File: config.mk
export PLATFORM = sky130hd
export DESIGN_NAME = irq_dest_router
export DESIGN_NICKNAME = d
export VERILOG_FILES = /design/src/rtl/irq_route_pkg.sv /design/src/rtl/irq_cmd_decode.sv /design/src/rtl/irq_unit_match.sv /design/src/rtl/irq_lowest_pick.sv /design/src/rtl/irq_dest_router.sv
export SDC_FILE = /design/constraint.sdc
export NUM_CORES = 1
export LEC_CHECK = 0
export ABC_CLOCK_PERIOD_IN_PS = 6700
export CORE_ASPECT_RATIO = 0.5
export CORE_MARGIN = 1.5
export CORE_UTILIZATION = 35
export CTS_CLUSTER_SIZE = 8
export DETAILED_ROUTE_END_ITERATION = 12
export PLACE_DENSITY = 0.74
export SLEW_MARGIN = 20
export SYNTH_ARGS = -nofsm -noshare
export SYNTH_HDL_FRONTEND = slang
export SYNTH_HIERARCHICAL = 1
export SYNTH_SLANG_ARGS = --single-unit
File: constraint.sdc
create_clock -name clk -period 6.7 [get_ports clk]
set_clock_uncertainty 0.2 [all_clocks]
set_input_delay 1.005 -clock clk [delete_from_list [all_inputs] [get_ports clk]]
set_output_delay 1.005 -clock clk [all_outputs]
set_load 0.05 [all_outputs]
File: src/rtl/irq_route_pkg.sv
package irq_route_pkg;

    localparam int DEST_W = 8;
    localparam int FMT_W  = 4;
    localparam int VEC_W  = 8;

    localparam logic [FMT_W-1:0] FMT_FLAT    = 4'hF;
    localparam logic [FMT_W-1:0] FMT_CLUSTER = 4'h0;
    localparam logic [DEST_W-1:0] DEST_BCAST = 8'hFF;

    typedef enum logic [2:0] {
        DM_FIXED    = 3'd0,
        DM_LOWEST   = 3'd1,
        DM_SMI      = 3'd2,
        DM_RSV3     = 3'd3,
        DM_NMI      = 3'd4,
        DM_INIT     = 3'd5,
        DM_STARTUP  = 3'd6,
        DM_EXTERNAL = 3'd7
    } dlv_mode_e;

    typedef enum logic [1:0] {
        SH_TARGET = 2'd0,
        SH_SELF   = 2'd1,
        SH_ALL    = 2'd2,
        SH_OTHERS = 2'd3
    } shorthand_e;

    typedef struct packed {
        logic [DEST_W-1:0] dest;
        logic              logical;
        shorthand_e        sh;
        dlv_mode_e         mode;
        logic [VEC_W-1:0]  vector;
        logic              trigger;
        logic              level;
        logic              from_cmd;
    } route_req_t;

endpackage

File: src/rtl/irq_cmd_decode.sv
module irq_cmd_decode
    import irq_route_pkg::*;
(
    input  logic [31:0]       lo_word,
    input  logic [DEST_W-1:0] dest_byte,
    output route_req_t        req
);
    logic unused_bits;
    assign unused_bits = ^{lo_word[31:20], lo_word[17:16], lo_word[13:12]};

    always_comb begin
        req.dest     = dest_byte;
        req.vector   = lo_word[7:0];
        req.mode     = dlv_mode_e'(lo_word[10:8]);
        req.logical  = lo_word[11];
        req.level    = lo_word[14];
        req.trigger  = lo_word[15];
        req.sh       = shorthand_e'(lo_word[19:18]);
        req.from_cmd = 1'b1;
    end
endmodule

File: src/rtl/irq_unit_match.sv
module irq_unit_match
    import irq_route_pkg::*;
(
    input  route_req_t        req,
    input  logic              is_sender,
    input  logic              present,
    input  logic [DEST_W-1:0] phys_id,
    input  logic [DEST_W-1:0] log_dest,
    input  logic [FMT_W-1:0]  fmt,
    output logic              hit
);
    localparam int HALF = DEST_W / 2;

    logic phys_hit;
    logic flat_hit;
    logic clus_hit;
    logic addr_hit;
    logic sel_hit;

    always_comb begin
        phys_hit = (req.dest == DEST_BCAST) || (req.dest == phys_id);
        flat_hit = (fmt == FMT_FLAT) && (|(req.dest & log_dest));
        clus_hit = (fmt == FMT_CLUSTER)
                   && (req.dest[DEST_W-1:HALF] == log_dest[DEST_W-1:HALF])
                   && (|(req.dest[HALF-1:0] & log_dest[HALF-1:0]));
        addr_hit = req.logical ? (flat_hit || clus_hit) : phys_hit;
        unique case (req.sh)
            SH_TARGET: sel_hit = addr_hit;
            SH_SELF:   sel_hit = is_sender;
            SH_ALL:    sel_hit = 1'b1;
            SH_OTHERS: sel_hit = !is_sender;
            default:   sel_hit = 1'b0;
        endcase
        hit = present && sel_hit;
    end
endmodule

File: src/rtl/irq_lowest_pick.sv
module irq_lowest_pick #(
    parameter int W = 8
) (
    input  logic [W-1:0] in_mask,
    output logic [W-1:0] out_mask
);
    always_comb begin
        out_mask = in_mask & (~in_mask + W'(1));
    end
endmodule

File: src/rtl/irq_dest_router.sv
module irq_dest_router
    import irq_route_pkg::*;
#(
    parameter int NUM_UNITS = 8,
    localparam int IDX_W = (NUM_UNITS > 1) ? $clog2(NUM_UNITS) : 1
) (
    input  logic                        clk,
    input  logic                        rst_n,
    input  logic                        cmd_lo_we,
    input  logic                        cmd_hi_we,
    input  logic [31:0]                 cmd_wdata,
    input  logic                        msg_valid,
    input  logic [7:0]                  msg_dest,
    input  logic                        msg_logical,
    input  logic [2:0]                  msg_mode,
    input  logic [7:0]                  msg_vector,
    input  logic                        msg_trigger,
    input  logic [IDX_W-1:0]            sender_idx,
    input  logic [NUM_UNITS-1:0]        unit_present,
    input  logic [8*NUM_UNITS-1:0]      unit_phys_id,
    input  logic [8*NUM_UNITS-1:0]      unit_log_dest,
    input  logic [4*NUM_UNITS-1:0]      unit_fmt,
    output logic                        dlv_valid,
    output logic [NUM_UNITS-1:0]        dlv_mask,
    output logic [7:0]                  dlv_vector,
    output logic [2:0]                  dlv_mode,
    output logic                        dlv_trigger,
    output logic                        sync_valid,
    output logic [NUM_UNITS-1:0]        sync_mask
);
    typedef enum logic {
        ST_IDLE = 1'b0,
        ST_EVAL = 1'b1
    } st_e;

    st_e               state_q, state_d;
    logic [DEST_W-1:0] dest_hi_q;
    route_req_t        cmd_req, msg_req, req_d, req_q;
    logic              req_fire;
    logic [NUM_UNITS-1:0] hit_vec;
    logic [NUM_UNITS-1:0] low_vec;
    logic              init_deassert;

    // stored target byte from the high command word
    always_ff @(posedge clk or negedge rst_n) begin
        if (!rst_n) begin
            dest_hi_q <= '0;
        end else if (cmd_hi_we) begin
            dest_hi_q <= cmd_wdata[31:24];
        end
    end

    irq_cmd_decode u_decode (
        .lo_word   (cmd_wdata),
        .dest_byte (dest_hi_q),
        .req       (cmd_req)
    );

    always_comb begin
        msg_req.dest     = msg_dest;
        msg_req.logical  = msg_logical;
        msg_req.sh       = SH_TARGET;
        msg_req.mode     = dlv_mode_e'(msg_mode);
        msg_req.vector   = msg_vector;
        msg_req.trigger  = msg_trigger;
        msg_req.level    = 1'b1;
        msg_req.from_cmd = 1'b0;
        req_fire = cmd_lo_we || msg_valid;
        req_d    = cmd_lo_we ? cmd_req : msg_req;
    end

    // next-state logic
    always_comb begin
        unique case (state_q)
            ST_IDLE: state_d = req_fire ? ST_EVAL : ST_IDLE;
            ST_EVAL: state_d = req_fire ? ST_EVAL : ST_IDLE;
            default: state_d = ST_IDLE;
        endcase
    end

    // state register
    always_ff @(posedge clk or negedge rst_n) begin
        if (!rst_n) begin
            state_q <= ST_IDLE;
        end else begin
            state_q <= state_d;
        end
    end

    // captured request
    always_ff @(posedge clk or negedge rst_n) begin
        if (!rst_n) begin
            req_q <= '0;
        end else if (req_fire) begin
            req_q <= req_d;
        end
    end

    for (genvar gi = 0; gi < NUM_UNITS; gi++) begin : g_unit
        irq_unit_match u_match (
            .req       (req_q),
            .is_sender (sender_idx == IDX_W'(gi)),
            .present   (unit_present[gi]),
            .phys_id   (unit_phys_id[gi*8 +: 8]),
            .log_dest  (unit_log_dest[gi*8 +: 8]),
            .fmt       (unit_fmt[gi*4 +: 4]),
            .hit       (hit_vec[gi])
        );
    end

    irq_lowest_pick #(.W(NUM_UNITS)) u_lowest (
        .in_mask  (hit_vec),
        .out_mask (low_vec)
    );

    assign init_deassert = req_q.from_cmd && (req_q.mode == DM_INIT)
                           && !req_q.level && req_q.trigger;

    // output register, loaded while a request is being resolved
    always_ff @(posedge clk or negedge rst_n) begin
        if (!rst_n) begin
            dlv_valid   <= 1'b0;
            dlv_mask    <= '0;
            dlv_vector  <= '0;
            dlv_mode    <= '0;
            dlv_trigger <= 1'b0;
            sync_valid  <= 1'b0;
            sync_mask   <= '0;
        end else begin
            unique case (state_q)
                ST_IDLE: begin
                    dlv_valid  <= 1'b0;
                    sync_valid <= 1'b0;
                end
                ST_EVAL: begin
                    if (init_deassert) begin
                        dlv_valid  <= 1'b0;
                        sync_valid <= 1'b1;
                        sync_mask  <= hit_vec;
                    end else begin
                        sync_valid  <= 1'b0;
                        dlv_valid   <= 1'b1;
                        dlv_mask    <= (req_q.mode == DM_LOWEST) ? low_vec : hit_vec;
                        dlv_vector  <= req_q.vector;
                        dlv_mode    <= req_q.mode;
                        dlv_trigger <= req_q.trigger;
                    end
                end
                default: begin
                    dlv_valid  <= 1'b0;
                    sync_valid <= 1'b0;
                end
            endcase
        end
    end
endmodule

==> impl_metrics.yaml <==
run_status:
  status: "finished clean"
synthesis:
  synth_edf_count: 0
  synth_nets: 776
  synth.top_cell.area_share: 0.3167
  synth_cell_type_count: 43
  synth_top_cell_by_area: "dfrtp_1"
  syn_inst: 515
  synthArstFlopShare: 1.000
  avgSynthCellArea_um2: 9.820
  synth.cell_area_um2: 5057
  ys_seq_area_frac: 0.3167
  yosysWarnings: 6
  ys_ff_latch: 64
  ys.flop_type: "dfrtp_1"
  synth_area_leaders: "dfrtp_1, xor2_1, ha_1, mux2_2, mux2i_1"
global_routing:
  grt_pass1_wl_um: 26610
  grt_antenna_before_repair: 0
  overflow: 0
  first_global_vias: 4913
  grt_max_degree: 65
  grtUsageTotal: 0.2252
sta:
  worstMarginPinSlew_ps: 972.6
  fmax_mhz: 278.6
  relSlewSlack: 0.3516
  finalSetupViolCount: 0
  rsz0062_at_grt: "no"
  min_period_over_period: 0.5357
  fin_crit_ps: 3589
  hold_slack_ps: 277.6
  report.final.slew_viol_count: 0
  finalSetupTns_ps: 0
  finalHoldViolations: 0
cells_and_area:
  final_area_um2: 7946
  syn_to_final_growth_pct: 57.13
  layout-drive-gt1-share: 0.1126
  nets: 1011
  finish.utilization: 0.5753
  diodes: 0
floorplan:
  fp.dieW_um: 173.0
  initial_core_util: 0.3661
  io_pins: 259
  core_um2: 13810
  die_h_um: 88
  dieArea_um2: 15220
  rows: 30
cts:
  ctsResizeCount: 0
  clk_pin_slew_ps: 50
  cts_buffers: 9
  ctsLongestPathBuffers: 2
  ctsHoldBuffers: 0
  cts_root_buf: "clkbuf_16"
  clock_sinks: 64
  cts_setup_buffers: 0
  htree_levels: 3
  clkLatencyLatePin_ps: 320
  cts_tree: "built"
setup_path:
  crit_path_top_delay_cell: "a211oi_2"
  critPathArrivalTime_ps: 3590
  crit_path_start_kind: "primary input"
  cp_max_fo: 7
  crit_family: "simple AND/OR/NAND/NOR gates"
  rr_worst_depth: 9
  crit_cells: 9
  crit_path_max_incr_delay_ps: 480
  crit_chain: "clkdlybuf4s50_1, ha_1, nor4_1, a31oi_1, a211oi_2, nor4_2, and4b_1, mux2_2, mux2_2"
  endpoint_kind: "flop"
  cp_data_required_time_ps: 6700
  cpMostUsedCell: "mux2_2"
  cp.buffers_inverters: 1
  critical_path_class: "in2reg"
routing:
  drt_iter0_markers: 359
  routedWlPerCell_um: 18.24
  drc: 0
  drtPass1Iterations: 4
  vias_per_cell: 5.146
  ant_nets: 0
  vias: 4873
  drt_wl_total_um: 17280
pwr:
  power_density_nw_per_um2: 190.9
  p_total_mw: 1.517
  peakVddDrop_mv: 0.1468
  leakage_nw: 3.353
placement:
  gp_congestion: 0.8953
  port_buffers: 250
  hpwl_um: 13160
  place_area_um2: 7624
min_path:
  hold_path_depth: 1
  hold_path_class: "reg2reg"
run:
  maxCapViolCount: 0
==> final timing paths <==
path,from,to,slack (ps)
max in group asynchronous,rst_n,req_q[18],5110
worst max register to register,req_q[23],dlv_mask[7],3270
worst min-delay path,state_q,dlv_mode[2],280
worst max-delay path,unit_log_dest[4],dlv_mask[7],3110
min in group asynchronous,rst_n,sync_mask[1],660
worst min register to register,state_q,dlv_mode[2],280
==> cells by family after synthesis <==
family | Yosys count | synth area share
simple gates | 158 | 0.1739
compound gates | 83 | 0.1079
xor+xnor | 72 | 0.1247
mux | 64 | 0.1432
flops | 64 | 0.3167
buf+inv | 41 | 0.05369
fa+ha+maj | 32 | 0.07917
other cells | 1 | 0.0007415
==> state kept, by name, summed over array words and instances, names as in the netlist <==
signal,cells
req_q,25
dest_hi_q,8
dlv_mask,8
dlv_vector,8
sync_mask,8
dlv_mode,3
dlv_trigger,1
dlv_valid,1
state_q,1
sync_valid,1
==> cell type report <==
cell class	count	area, µm²
fill	1238	5867
multi-input combinational	410	3184
timing repair buffer	261	2580
sequential	64	1602
clock buffer	11	242.7
tap	192	240.2
clock inverter	5	80.08
inverter	4	17.52
==> metrics by stage <==
step	setup WS [ps]	instances
2_1_floorplan	3545	515
3_3_place_gp	2777	931
3_5_place_dp	2768	931
4_1_cts	3113	947
5_1_grt	2949	947
6_report	3111	947
==> power breakdown <==
group	internal [mW]	total [mW]	switching [mW]
Sequential	0.427	0.465	0.0376
Clock	0.335	0.498	0.163
Combinational	0.274	0.553	0.279
Total	1.04	1.52	0.480
==> routing by layer <==
layer	up-vias	wire length [µm]	global-route usage
li1	2367	-	-
met1	2331	7614	0.2754
met2	145	8521	0.4080
met3	30	707	0.04774
met4	0	435	0.06482
met5	-	0	0
==> cell usage in the layout, fill, tap and decap left out, types with 2 or more instances in the layout <==
master,Yosys,routed
clkdlybuf4s50_1,0,249
dfrtp_1,64,64
xor2_1,64,64
nand2_1,55,55
mux2_2,35,35
nor4_1,32,32
ha_1,32,32
o21ai_0,30,30
mux2i_1,21,21
a22oi_1,16,16
nand4_1,16,16
nor2_1,12,12
buf_4,26,11
nor3_1,9,9
clkbuf_16,0,9
mux2_4,8,8
or4_1,8,8
and4_1,8,8
o21ai_1,8,8
a31oi_1,8,8
xnor2_1,8,8
a21oi_1,8,8
a211oi_2,8,8
nor3b_1,4,4
inv_1,3,3
a22o_1,3,3
and3b_1,2,2
and4b_1,2,2
clkinvlp_4,0,2
bufinv_16,0,2
==> synth_stat cells, types with 2 or more instances <==
library cell	instances
mux2_4	8
nor4_1	32
o21ai_0	30
or4_1	8
ha_1	32
xor2_1	64
nand2_1	55
a31oi_1	8
inv_1	3
o21ai_1	8
mux2i_1	21
buf_6	2
buf_2	2
dfrtp_1	64
a211oi_2	8
mux2_2	35
a21oi_1	8
xnor2_1	8
nor3b_1	4
buf_4	26
a22oi_1	16
nand4_1	16
and4_1	8
clkbuf_1	7
and4b_1	2
nor2_1	12
a22o_1	3
nor3_1	9
and3b_1	2
==> worst register-to-register path, stage by stage (launching register included) <==
cell and delay, ps:
dfrtp_1 640, buf_4 370, ha_1 290, nor4_1 290, a31oi_1 160, a211oi_2 480, nor4_2 150, and4b_1 220
mux2_2 260, mux2_2 260
Note: power is estimated with default switching activity, not from simulation.
